$ cat config.mk
export PLATFORM = sky130hd
export DESIGN_NAME = fram_page_ctrl
export DESIGN_NICKNAME = d
export VERILOG_FILES = /design/src/rtl/fram_pkg.sv /design/src/rtl/fram_timer.sv /design/src/rtl/fram_page_match.sv /design/src/rtl/fram_page_ctrl.sv
export SDC_FILE = /design/constraint.sdc
export NUM_CORES = 1
export LEC_CHECK = 0
export BUFFER_PORTS_ARGS = -buffer_cell sky130_fd_sc_hd__buf_2
export CAP_MARGIN = 20
export CORE_MARGIN = 2
export CORE_UTILIZATION = 45
export CTS_CLUSTER_SIZE = 28
export DETAILED_ROUTE_END_ITERATION = 8
export MAX_ROUTING_LAYER = met4
export PLACE_DENSITY = 0.75
export SETUP_SLACK_MARGIN = 0.4
export SLEW_MARGIN = 30
export SYNTH_ARGS = -nofsm -noshare
export SYNTH_HDL_FRONTEND = slang
export SYNTH_SLANG_ARGS = --single-unit
$ cat constraint.sdc
create_clock -name clk -period 2.1 [get_ports clk]
set_input_delay 0.42 -clock clk [delete_from_list [all_inputs] [get_ports clk]]
set_output_delay 0.42 -clock clk [all_outputs]
set_load 0.01 [all_outputs]
$ cat src/rtl/fram_pkg.sv
`timescale 1ns/1ps
package fram_pkg;

  typedef enum logic [2:0] {
    ST_IDLE,
    ST_START,
    ST_FIRST,
    ST_OPEN,
    ST_WSU,
    ST_WLOW,
    ST_PRD
  } fram_st_t;

  function automatic int unsigned ns_to_cyc(input int unsigned ns, input int unsigned per_ns);
    return (ns + per_ns - 1) / per_ns;
  endfunction

  function automatic int unsigned umax(input int unsigned a, input int unsigned b);
    return (a > b) ? a : b;
  endfunction

endpackage

$ cat src/rtl/fram_timer.sv
`timescale 1ns/1ps
module fram_timer #(
  parameter int W       = 4,
  parameter int RST_VAL = 0
) (
  input  logic         clk,
  input  logic         rst,
  input  logic         load,
  input  logic [W-1:0] load_val,
  output logic         expired
);
  logic [W-1:0] cnt;

  always_ff @(posedge clk) begin
    if (rst)               cnt <= W'(RST_VAL);
    else if (load)         cnt <= load_val;
    else if (cnt != '0)    cnt <= cnt - 1'b1;
  end

  assign expired = (cnt == '0);
endmodule

$ cat src/rtl/fram_page_match.sv
`timescale 1ns/1ps
module fram_page_match #(
  parameter int UW = 16
) (
  input  logic [UW-1:0] cur_page,
  input  logic [UW-1:0] nxt_page,
  output logic          same
);
  assign same = (cur_page == nxt_page);
endmodule

$ cat src/rtl/fram_page_ctrl.sv
`timescale 1ns/1ps
module fram_page_ctrl
  import fram_pkg::*;
#(
  parameter int AW         = 18,
  parameter int DW         = 16,
  parameter int PAGE_W     = 2,
  parameter int CLK_NS     = 20,
  parameter int T_CA_NS    = 55,
  parameter int T_CE_NS    = 55,
  parameter int T_OE_NS    = 15,
  parameter int T_AH_NS    = 55,
  parameter int T_PC_NS    = 55,
  parameter int T_PAGE_NS  = 25,
  parameter int T_WP_NS    = 16,
  parameter int T_ASP_NS   = 8,
  parameter int T_AHP_NS   = 15,
  parameter int T_PWC_NS   = 25
) (
  input  logic          clk,
  input  logic          rst,
  input  logic          req,
  input  logic          req_we,
  input  logic [AW-1:0] req_addr,
  input  logic [1:0]    req_be,
  input  logic [DW-1:0] req_wdata,
  output logic          ack,
  output logic [DW-1:0] rdata,
  output logic [AW-1:0] mem_addr,
  output logic          mem_ce_n,
  output logic          mem_oe_n,
  output logic          mem_we_n,
  output logic          mem_ub_n,
  output logic          mem_lb_n,
  output logic [DW-1:0] mem_dq_out,
  output logic          mem_dq_oe,
  input  logic [DW-1:0] mem_dq_in
);
  localparam int unsigned N_FIRST = umax(umax(ns_to_cyc(T_CA_NS, CLK_NS), ns_to_cyc(T_CE_NS, CLK_NS)),
                                         umax(umax(ns_to_cyc(T_OE_NS, CLK_NS), ns_to_cyc(T_AH_NS, CLK_NS)), 1));
  localparam int unsigned N_PC    = umax(ns_to_cyc(T_PC_NS, CLK_NS), 1);
  localparam int unsigned N_PRD   = umax(ns_to_cyc(T_PAGE_NS, CLK_NS), 1);
  localparam int unsigned N_WSU   = umax(ns_to_cyc(T_ASP_NS, CLK_NS), 1);
  localparam int unsigned N_PWC   = ns_to_cyc(T_PWC_NS, CLK_NS);
  localparam int unsigned N_WREST = (N_PWC > N_WSU) ? (N_PWC - N_WSU) : 1;
  localparam int unsigned N_WLO   = umax(umax(ns_to_cyc(T_WP_NS, CLK_NS), ns_to_cyc(T_AHP_NS, CLK_NS)), N_WREST);
  localparam int unsigned N_BIG   = umax(umax(N_FIRST, N_PC), umax(umax(N_PRD, N_WSU), N_WLO));
  localparam int          TW      = $clog2(N_BIG + 1) + 1;
  localparam int          UW      = AW - PAGE_W;

  fram_st_t      state;
  logic          wr_q;
  logic          acc_load, acc_exp, pc_load, pc_exp, same_pg;
  logic [TW-1:0] acc_val;
  logic          accept, cont;

  fram_page_match #(.UW(UW)) u_match (
    .cur_page (mem_addr[AW-1:PAGE_W]),
    .nxt_page (req_addr[AW-1:PAGE_W]),
    .same     (same_pg)
  );

  fram_timer #(.W(TW), .RST_VAL(0)) u_acc (
    .clk(clk), .rst(rst), .load(acc_load), .load_val(acc_val), .expired(acc_exp)
  );

  fram_timer #(.W(TW), .RST_VAL(N_PC - 1)) u_pc (
    .clk(clk), .rst(rst), .load(pc_load), .load_val(TW'(N_PC - 1)), .expired(pc_exp)
  );

  always_comb begin
    accept   = (state == ST_IDLE) && req && pc_exp;
    cont     = (state == ST_OPEN) && req && same_pg;
    pc_load  = (state == ST_OPEN) && !cont;
    acc_load = 1'b0;
    acc_val  = '0;
    if (state == ST_START) begin
      acc_load = 1'b1;
      acc_val  = TW'(N_FIRST - 1);
    end else if (cont) begin
      acc_load = 1'b1;
      acc_val  = req_we ? TW'(N_WSU - 1) : TW'(N_PRD - 1);
    end else if ((state == ST_WSU) && acc_exp) begin
      acc_load = 1'b1;
      acc_val  = TW'(N_WLO - 1);
    end
  end

  always_ff @(posedge clk) begin
    if (rst) begin
      state      <= ST_IDLE;
      wr_q       <= 1'b0;
      ack        <= 1'b0;
      rdata      <= '0;
      mem_addr   <= '0;
      mem_ce_n   <= 1'b1;
      mem_oe_n   <= 1'b1;
      mem_we_n   <= 1'b1;
      mem_ub_n   <= 1'b1;
      mem_lb_n   <= 1'b1;
      mem_dq_out <= '0;
      mem_dq_oe  <= 1'b0;
    end else begin
      ack <= 1'b0;
      case (state)
        ST_IDLE: if (accept) begin
          mem_addr   <= req_addr;
          mem_ub_n   <= ~req_be[1];
          mem_lb_n   <= ~req_be[0];
          mem_dq_out <= req_wdata;
          wr_q       <= req_we;
          state      <= ST_START;
        end
        ST_START: begin
          mem_ce_n <= 1'b0;
          if (wr_q) begin
            mem_we_n  <= 1'b0;
            mem_dq_oe <= 1'b1;
          end else begin
            mem_oe_n  <= 1'b0;
          end
          state <= ST_FIRST;
        end
        ST_FIRST, ST_PRD, ST_WLOW: if (acc_exp) begin
          ack <= 1'b1;
          if (!wr_q) rdata <= mem_dq_in;
          mem_we_n  <= 1'b1;
          mem_dq_oe <= 1'b0;
          mem_oe_n  <= 1'b1;
          state     <= ST_OPEN;
        end
        ST_OPEN: begin
          if (cont) begin
            mem_addr   <= req_addr;
            mem_ub_n   <= ~req_be[1];
            mem_lb_n   <= ~req_be[0];
            mem_dq_out <= req_wdata;
            wr_q       <= req_we;
            if (req_we) begin
              state <= ST_WSU;
            end else begin
              mem_oe_n <= 1'b0;
              state    <= ST_PRD;
            end
          end else begin
            mem_ce_n <= 1'b1;
            mem_ub_n <= 1'b1;
            mem_lb_n <= 1'b1;
            state    <= ST_IDLE;
          end
        end
        ST_WSU: if (acc_exp) begin
          mem_we_n  <= 1'b0;
          mem_dq_oe <= 1'b1;
          state     <= ST_WLOW;
        end
        default: state <= ST_IDLE;
      endcase
    end
  end
endmodule

==> results by group, run 1 <==
Power
  – Logic gate share of total power: 0.322
  – Register share of total power: 0.419
  – Internal cell power: roughly 2500 uW
  – Sw power: around 1200 uW
  – Leakage power: 0.00178 uW
  – Clock power frac: 0.259
  – Tot Pwr: 3710 uW
  – Sw Share: 0.315
  – Worst VDD drop: 0.565 mV
  – Power Density: 910 mW/mm^2

Critical path
  – Critical path class: flip-flop to flip-flop
  – Crit start category: flip-flop
  – Max FO, Critical Path: 22
  – Reg2reg end: mem_dq_out[5]$_SDFFE_PP0P_
  – Crit Reg-Reg Startpoint: mem_addr[6]$_SDFFE_PP0P_
  – Critical Path RT: 2.31 ns
  – CP peak stage delay: 0.35 ns
  – Critical Path End Type: flip-flop
  – Critical path's top delay family: compound AO/OA/AOI/OAI gates
  – Crit-path cells: xor2_1, nor4b_2, nand3_1, o21a_4, buf_12, o21ai_0, a21oi_1
  – Buffers & Inverters on Critical Path: 1
  – Reg2Reg Setup Slack: 0.26 ns
  – WP data arrival: 2.04 ns
  – Reg2reg path depth: 7
  – Critical path's slowest cell: dfxtp_1

Clocking
  – CTS tree: built
  – Hold Buf Count CTS: 0
  – # H-tree levels: 3
  – Clock root cell: clkbuf_8
  – Skew-Pair Late Insertion Delay: 0.34 ns
  – Clock sinks: 67
  – Max Root-Sink Buffers: 2
  – Clock buffer count from CTS: 9
  – Clock transition at path regs: 0.08 ns

Logic synthesis
  – FFs w/ async S/R, synth: 0
  – Top FF cell, synth: dfxtp_1
  – EDFF count, synth: 0
  – Synth warn: 0
  – Yosys top cell by area: dfxtp_1
  – Cell count after synthesis: a little over 300
  – Commonest cells in the netlist: dfxtp_1, nor2_1, a21oi_1, o21ai_0, nand3_1
  – Top-count cell post-synth: dfxtp_1
  – Synth Net Count: 366
  – Post-synth top area share: 0.475
  – Post-Syn Area: 0.00283 sq mm
  – #FFs+latches synth: 67
  – Syn Area/Cell: 9.23 sq um
  – Yosys cell types: 42
  – Seq/Total Area, Yosys: 0.475
  – Synth area leaders: dfxtp_1, mux2i_1, a22o_1, xnor2_1, a21oi_1

Placement
  – Final GP Congestion: a little under 0.8
  – Inst Count DP: between 400 and 500
  – Pre-CTS worst setup slack: 0.0644 ns
  – Post-DP HPWL: 4.82 mm
  – IO Port Bufs: 112

STA
  – Final Hold Vio Count: 0
  – Setup ws final: 0.263 ns
  – RSZ-0062 raised after global routing: yes
  – Worst-Margin Slew: 0.576 ns
  – Slew margin rel.: 0.616
  – Max Clk Rate: 544 MHz
  – Skew final: 0.0110 ns
  – Post-route minimum period: 1.84 ns
  – Max-slew violations: 0
  – Final-report setup violation count: 0
  – Crit share post-route: 0.875
  – Total negative slack: 0 ns

Floorplan
  – Die Width: 83.2 um
  – Die area: approximately 0.0069 sq mm
  – Starting Density: 0.472
  – Die height: 83.2 um
  – # rows: 28
  – # IOs: 113
  – Core area: approximately 0.006 sq mm

Cells and area
  – Final non-filler cell total: 511
  – Antenna diode count: 0
  – Area grow syn2layout: 44.2%
  – Share of cells above drive strength 1: 0.456
  – NumNets Final: 491
  – Fill cells: 478

Global route
  – Gr ovfl total: 0
  – Vias in the first global route: ~2500
  – Overall routing resource usage: 0.210
  – Largest net degree at the start of global routing: 29
  – Global-route wire length before repair: around 12 mm
  – Initial antenna violation count: 0

Worst hold path
  – Tightest Hold Check Type: input port to flip-flop
  – WHS Path Cells: 2
  – Hold endpoint: mem_ub_n$_SDFFE_PP1P_
  – Hold Crit Start: req_be[1]

Drt
  – WL/cell: between 10 and 15 um
  – Via/cell ratio: 5.23
  – Initial DRT Pass Iterations: 4
  – Final WL: 7.10 mm
  – DRC Markers: 0
  – Via count: 2673
  – Antenna-violating nets left: 0
  – DRT iter0 DRCs: about 110

Run status
  – Status: finished, final reports clean

Job
  – Max cap viols: 0
## sequential cells by signal, summed over array words and instances, names as in the netlist
register,count
u_pc.cnt,3
mem_oe_n,1
mem_dq_oe,1
mem_ce_n,1
mem_ub_n,1
mem_lb_n,1
ack,1
mem_dq_out,16
rdata,16
wr_q,1
u_acc.cnt,3
state,3
mem_addr,18
mem_we_n,1
## cell type report
| class | count | area [sq um] | area share |
|---|---|---|---|
| clock inverters | 4 | 25.0 | 0.00614 |
| repair buffers | 134 | 823 | 0.202 |
| multi-input cells | 212 | 1590 | 0.391 |
| flip-flops and latches | 67 | 1360 | 0.333 |
| well taps | 75 | 93.8 | 0.0230 |
| clock buffers | 12 | 155 | 0.0381 |
| inverters | 7 | 26.3 | 0.00645 |
## cell families after synthesis
family / Yosys count / share of synthesized area
multiplexers: 19 / 0.0682
flip-flops: 67 / 0.475
AO/OA/AOI/OAI: 82 / 0.183
AND/OR/NAND/NOR: 89 / 0.156
adder cells (fa/ha/maj): 4 / 0.0177
XOR/XNOR: 18 / 0.0558
buffers and inverters: 27 / 0.0447
## per-layer routing
layer | part of all wire | GRT usage | vias up | wire length (um)
li1 | - | - | 1337 | -
met1 | 0.44 | 0.258 | 1238 | 3130
met2 | 0.48 | 0.336 | 88 | 3430
met3 | 0.060 | 0.0457 | 10 | 426
met4 | 0.016 | 0.0879 | 0 | 112
met5 | 0 | - | - | 0
## through the flow
step	hold slack [ns]	util	area, sq um
final	0.293	0.680	4070
after floorplan	0.454	-	2980
after detailed placement	0.449	0.607	3640
after global placement	0.448	0.607	3640
after CTS	0.283	0.657	3940
after global routing	0.278	0.680	4070
## placed cells by master (no fill, tap or decap), drive strengths merged, types with 3 or more instances in the layout
cell,instances
nand4,6
nor2,34
dfxtp,67
buf,133
mux2i,17
ha,4
nor3,5
clkbuf,13
nor2b,4
or3,3
a22o,17
nand3,23
o21ai,25
nand2,8
and2,3
a21oi,27
inv,7
xnor2,16
## worst max path at each step
stage	slack, ns	startpoint	to	cells past startpoint
after floorplan	0.23	req_addr[2]	mem_addr[11]$_SDFFE_PP0P_	7
after global placement	0.09	req_addr[2]	mem_addr[15]$_SDFFE_PP0P_	7
after detailed placement	0.06	req_addr[2]	mem_dq_out[5]$_SDFFE_PP0P_	8
after CTS	0.27	mem_addr[2]$_SDFFE_PP0P_	mem_addr[5]$_SDFFE_PP0P_	8
after global routing	0.17	mem_addr[2]$_SDFFE_PP0P_	mem_addr[14]$_SDFFE_PP0P_	8
final	0.26	mem_addr[6]$_SDFFE_PP0P_	mem_dq_out[5]$_SDFFE_PP0P_	7
## power by group through the flow
stage / Combinational (uW) / Sequential [uW] / Clock, uW
final: 1190 / 1550 / 961
after global routing: 1320 / 1570 / 1070
after CTS: 1060 / 1550 / 991
after detailed placement: 1000 / 1570 / 0
after global placement: 972 / 1560 / 0
after floorplan: 631 / 1600 / 0
## what timing repair did
action,4_1_cts,5_1_grt
gates resized for setup,15,23
setup endpoints to repair,65,66
setup buffers,4,4
gates cloned,1,1
pin swaps,3,7
Power figures use the tool's default switching activity.
==> run 2, diff against run 1 <==
--- a/config.mk
+++ b/config.mk
@@ -7,8 +7,9 @@
 export LEC_CHECK = 0
 export BUFFER_PORTS_ARGS = -buffer_cell sky130_fd_sc_hd__buf_2
 export CAP_MARGIN = 20
+export CORE_ASPECT_RATIO = 0.5
 export CORE_MARGIN = 2
-export CORE_UTILIZATION = 45
+export CORE_UTILIZATION = 43
 export CTS_CLUSTER_SIZE = 28
 export DETAILED_ROUTE_END_ITERATION = 8
 export MAX_ROUTING_LAYER = met4
==> constraint.sdc (replaced) <==
create_clock -name clk -period 1.6 [get_ports clk]
set_input_delay 0.32 -clock clk [delete_from_list [all_inputs] [get_ports clk]]
set_output_delay 0.32 -clock clk [all_outputs]
set_load 0.01 [all_outputs]
==> results by group, run 2 (synthesized netlist as in run 1, its figures left out) <==
Clocking
  – # H-tree levels: 3
  – Skew-Pair Late Insertion Delay: 0.33 ns
  – CTS tree: built
  – Clock sinks: 67
  – Clock buffer count from CTS: 9
  – Clock transition at path regs: 0.06 ns
  – Max Root-Sink Buffers: 2
  – Hold Buf Count CTS: 0
  – Clock root cell: clkbuf_16

Power
  – Sw Share: 0.324
  – Logic gate share of total power: 0.396
  – Tot Pwr: 6320 uW
  – Worst VDD drop: 0.758 mV
  – Register share of total power: 0.330
  – Leakage power: 0.00224 uW
  – Clock power frac: 0.274
  – Sw power: 2050 uW
  – Internal cell power: 4280 uW
  – Power Density: 1200 mW/mm^2

Drt
  – Via/cell ratio: 5.71
  – WL/cell: 20.2 um
  – Final WL: 11.8 mm
  – DRT iter0 DRCs: around 230
  – Initial DRT Pass Iterations: 5
  – DRC Markers: 0
  – Antenna-violating nets left: 0
  – Via count: 3328

Cells and area
  – Register bank with the most flops: mem_addr
  – Antenna diode count: 0
  – Share of cells above drive strength 1: 0.624
  – NumNets Final: 550
  – Fill cells: ~300
  – Most frequent cells in the layout: buf_2, buf_6, dfxtp_1
  – Most common cell after layout, fill and taps aside: buf_2
  – Final non-filler cell total: 583
  – Regs by FF count: mem_addr: 18 flops, mem_dq_out: 16 flops, rdata: 16 flops
  – Area grow syn2layout: 86.5%
  – Max FFs per register: 18

STA
  – Worst-Margin Slew: 0.516 ns
  – Post-route minimum period: 2.11 ns
  – Hold_ws: 0.192 ns
  – Skew final: 0.00962 ns
  – RSZ-0062 raised after global routing: yes
  – Crit share post-route: 1.32
  – Final-report setup violation count: 63
  – Max-slew violations: 0
  – Slew margin rel.: 0.655
  – Total negative slack: -19.72 ns
  – Setup ws final: -0.512 ns
  – Final Hold Vio Count: 0
  – Max Clk Rate: 473 MHz

Floorplan
  – Die Width: 119 um
  – Starting Density: 0.455
  – Die height: 61.3 um
  – Die area: 0.00727 sq mm
  – # IOs: roughly 110
  – Core area: 0.00621 sq mm
  – # rows: 20

Global route
  – Vias in the first global route: ~3100
  – Initial antenna violation count: 0
  – Gr ovfl total: 0
  – Global-route wire length before repair: 15.2 mm
  – Overall routing resource usage: 0.283
  – Largest net degree at the start of global routing: 47

Critical path
  – Critical path class: flip-flop to flip-flop
  – Critical Path RT: 1.85 ns
  – Crit start category: flip-flop
  – CP startpoint: mem_addr[6]$_SDFFE_PP0P_
  – Crit Reg-Reg Startpoint: mem_addr[6]$_SDFFE_PP0P_
  – Critical Path End Type: flip-flop
  – WP data arrival: 2.37 ns
  – Max FO, Critical Path: 9

Run status
  – Status: complete, but fails checks
  – Failing checks: setup timing

Worst hold path
  – Hold Crit Start: req_be[0]
  – Tightest Hold Check Type: input port to flip-flop

Placement
  – Post-DP HPWL: 5.55 mm
  – IO Port Bufs: 112
  – Final GP Congestion: 0.798
  – Inst Count DP: 524

Job
  – Max cap viols: 0
==> run 2: cell types whose count changed in the layout (fill, tap and decap cells not counted), moves of 12 or more <==
| cell | before | now |
|---|---|---|
| buf_6 | 4 | 50 |
| a21oi_2 | 0 | 14 |
| buf_2 | 112 | 96 |
| a21oi_1 | 26 | 12 |
| dfxtp_4 | 1 | 13 |
| buf_4 | 12 | 33 |
| nand3_1 | 23 | 10 |
==> run 2: through the flow <==
step / utilization / instance area, sq um / setup slack, ns
after floorplan: - / 3080 / -0.207
after detailed placement: 0.638 / 3960 / -0.443
after global routing: 0.849 / 5270 / -0.516
final: 0.849 / 5270 / -0.512
after CTS: 0.777 / 4820 / -0.253
after global placement: 0.638 / 3960 / -0.373
==> run 2: metal layers <==
| metal | vias up | track usage | share of wire |
|---|---|---|---|
| met5 | - | - | 0 |
| met4 | 0 | 0.109 | 0.039 |
| met3 | 49 | 0.0907 | 0.079 |
| met2 | 224 | 0.502 | 0.50 |
| met1 | 1590 | 0.307 | 0.38 |
| li1 | 1465 | - | - |
==> run 2: layout make-up <==
cell class              count  area [sq um]  share of cell area
repair buffers            193          1600               0.304
flip-flops and latches     67          1400               0.266
clock inverters             3          15.0             0.00285
multi-input cells         212          1870               0.355
clock buffers              13           240              0.0456
inverters                   7          26.3             0.00499
well taps                  88           110              0.0209
==> run 2: path summary, 6_finish.rpt <==
kind	slack [ns]	end	depth (start not counted)
worst max-delay path	-0.51	mem_dq_out[3]$_SDFFE_PP0P_	9
worst min-delay path	0.19	mem_lb_n$_SDFFE_PP1P_	2
worst max register to register	-0.51	mem_dq_out[3]$_SDFFE_PP0P_	9
worst min register to register	0.48	mem_ub_n$_SDFFE_PP1P_	2
==> run 2: power groups by stage <==
stage                     logic [uW]  registers [uW]  clock network, uW
after floorplan                  962            2110                  0
after global placement          1490            2040                  0
after detailed placement        1580            2060                  0
after CTS                       1940            2040               1730
after global routing            2650            2100               1820
final                           2500            2090               1730
==> run 2: what timing repair did <==
item,in CTS,in global routing
setup buffers,15,23
cloned,5,0
pin swaps,19,27
endpoints found under the setup margin,83,83
gates resized for setup,89,51
==> run 2: worst max-delay path: stages, from the launching register on <==
cell and delay [ns]:
dfxtp_4 0.37, xor2_4 0.17, nor4b_4 0.33, nand3_2 0.19, buf_6 0.17, o21ai_4 0.17
buf_4 0.15, buf_8 0.13, nand3_1 0.14, a21oi_2 0.20
==> run 3, diff against run 2 <==
--- a/config.mk
+++ b/config.mk
@@ -7,7 +7,6 @@
 export LEC_CHECK = 0
 export BUFFER_PORTS_ARGS = -buffer_cell sky130_fd_sc_hd__buf_2
 export CAP_MARGIN = 20
-export CORE_ASPECT_RATIO = 0.5
 export CORE_MARGIN = 2
 export CORE_UTILIZATION = 43
 export CTS_CLUSTER_SIZE = 28
==> results by group, run 3 (synthesized netlist as in run 1, its figures left out) <==
Run status
  – Status: complete, but fails checks
  – Failing checks: setup timing

Cells and area
  – Max FFs per register: 18
  – Most frequent cells in the layout: buf_2, dfxtp_1, buf_6
  – Final non-filler cell total: 548
  – Share of cells above drive strength 1: 0.556
  – Antenna diode count: 0
  – Regs by FF count: mem_addr: 18 flops, mem_dq_out: 16 flops, rdata: 16 flops
  – Final core occ: 0.738
  – Most common cell after layout, fill and taps aside: buf_2
  – Register bank with the most flops: mem_addr
  – NumNets Final: 527
  – Area grow syn2layout: 65.8%

STA
  – Post-route minimum period: 1.85 ns
  – Total negative slack: -8.74 ns
  – Final-report setup violation count: 55
  – RSZ-0062 raised after global routing: yes
  – Setup ws final: -0.250 ns
  – Crit share post-route: 1.16
  – Slew margin rel.: 0.677
  – Worst-Margin Slew: approximately 0.48 ns
  – Max-slew violations: 0
  – Skew final: 0.00896 ns
  – Max Clk Rate: about 540 MHz
  – Final Hold Vio Count: 0

Placement
  – Pre-CTS worst setup slack: -0.371 ns
  – Inst Count DP: 519
  – Final GP Congestion: 0.836
  – Post-DP HPWL: approximately 5.2 mm
  – IO Port Bufs: about 110

Floorplan
  – Die height: 85.1 um
  – # IOs: 113
  – # rows: 29
  – Die area: 0.00723 sq mm
  – Core area: 0.00635 sq mm
  – Starting Density: 0.445
  – Die Width: 85.1 um

Job
  – Max cap viols: 0

Power
  – Worst VDD drop: 0.856 mV
  – Power Density: 1190 mW/mm^2
  – Leakage power: 0.00201 uW

Critical path
  – Critical path class: flip-flop to flip-flop
  – Critical path's top delay family: simple AND/OR/NAND/NOR gates
  – Crit start category: flip-flop
  – Critical path's slowest cell: or3_4
  – Max FO, Critical Path: 8
  – Crit-path cells: xnor2_4, nand4_1, or3_4, o21a_4, nor3_4, buf_6, a22o_1
  – Critical Path RT: 1.88 ns
  – Buffers & Inverters on Critical Path: 1
  – WP data arrival: 2.13 ns
  – CP peak stage delay: 0.43 ns
  – Critical Path End Type: flip-flop

Clocking
  – Max Root-Sink Buffers: 2
  – Hold Buf Count CTS: 0
  – Clock root cell: clkbuf_8
  – Clock transition at path regs: 0.07 ns
  – Clock sinks: 67
  – Clock buffer count from CTS: 9
  – Skew-Pair Late Insertion Delay: 0.35 ns
  – CTS tree: built
  – # H-tree levels: 3

Global route
  – Largest net degree at the start of global routing: 26
  – Gr ovfl total: 0
  – Vias in the first global route: 2817
  – Overall routing resource usage: 0.224
  – Global-route wire length before repair: 12.8 mm
  – Initial antenna violation count: 0

Drt
  – Initial DRT Pass Iterations: 4
  – Final WL: 8.08 mm
  – DRT iter0 DRCs: 105
  – DRC Markers: 0
  – WL/cell: 14.7 um
  – Via count: 2886
  – Antenna-violating nets left: 0
  – Via/cell ratio: 5.27

Worst hold path
  – Tightest Hold Check Type: input port to flip-flop
## run 3: cell types whose count changed in the layout (fill, tap and decap cells not counted), sizes merged
cell	previous run	this run
buf	192	169
bufbuf	1	0
bufinv	0	1
clkbuf	13	12
## run 3: routing by layer
| layer | GRT usage | wire length (um) | part of all wire |
|---|---|---|---|
| met1 | 0.260 | 3360 | 0.42 |
| met4 | 0.0606 | 97 | 0.012 |
| met5 | - | 0 | 0 |
| met3 | 0.0632 | 464 | 0.057 |
| met2 | 0.379 | 4150 | 0.51 |
## run 3: worst register-to-register path, stage by stage (launching register included)
cell and delay [ns]:
dfxtp_4 0.37, xnor2_4 0.15, nand4_1 0.12, or3_4 0.43, o21a_4 0.23, nor3_4 0.19
buf_6 0.17, a22o_1 0.14
## run 3: through the flow
stage | hold slack, ns | power, uW | instance area [sq um]
2_1_floorplan | 0.414 | 3070 | 3080
3_3_place_gp | 0.447 | 3570 | 3960
3_5_place_dp | 0.453 | 3650 | 3960
4_1_cts | 0.174 | 5470 | 4500
5_1_grt | 0.179 | 5870 | 4680
6_report | 0.188 | 5560 | 4680
## run 3: final timing paths
kind	endpoint	slack, ns	from	cells after the start
hold reg to reg	mem_dq_out[2]$_SDFFE_PP0P_	0.46	mem_dq_out[2]$_SDFFE_PP0P_	2
hold / removal	mem_lb_n$_SDFFE_PP1P_	0.19	req_be[0]	2
setup reg to reg	mem_addr[17]$_SDFFE_PP0P_	-0.25	mem_addr[2]$_SDFFE_PP0P_	7
setup / recovery	mem_addr[17]$_SDFFE_PP0P_	-0.25	mem_addr[2]$_SDFFE_PP0P_	7
## run 3: area by class of cell
type	count	area (sq um)
inverters	7	26.3
flip-flops and latches	67	1400
fillers	448	1670
clock buffers	11	153
repair buffers	170	1240
well taps	77	96.3
clock inverters	4	48.8
multi-input cells	212	1730
## run 3: report_power, final
part / total [uW] / switching, uW / leakage [uW] / internal (uW)
sequential: 2040 / 146 / 0.000556 / 1890
clock: 1440 / 638 / 0.000104 / 803
combinational: 2080 / 934 / 0.00135 / 1150
total: 5560 / 1720 / 0.00201 / 3840
## run 3: what timing repair did
item	CTS	global route
pin swaps	13	11
resized for setup	59	37
gates cloned	2	2
setup endpoints to repair	82	82
setup buffers	6	4
endpoints found under the hold margin	0	0
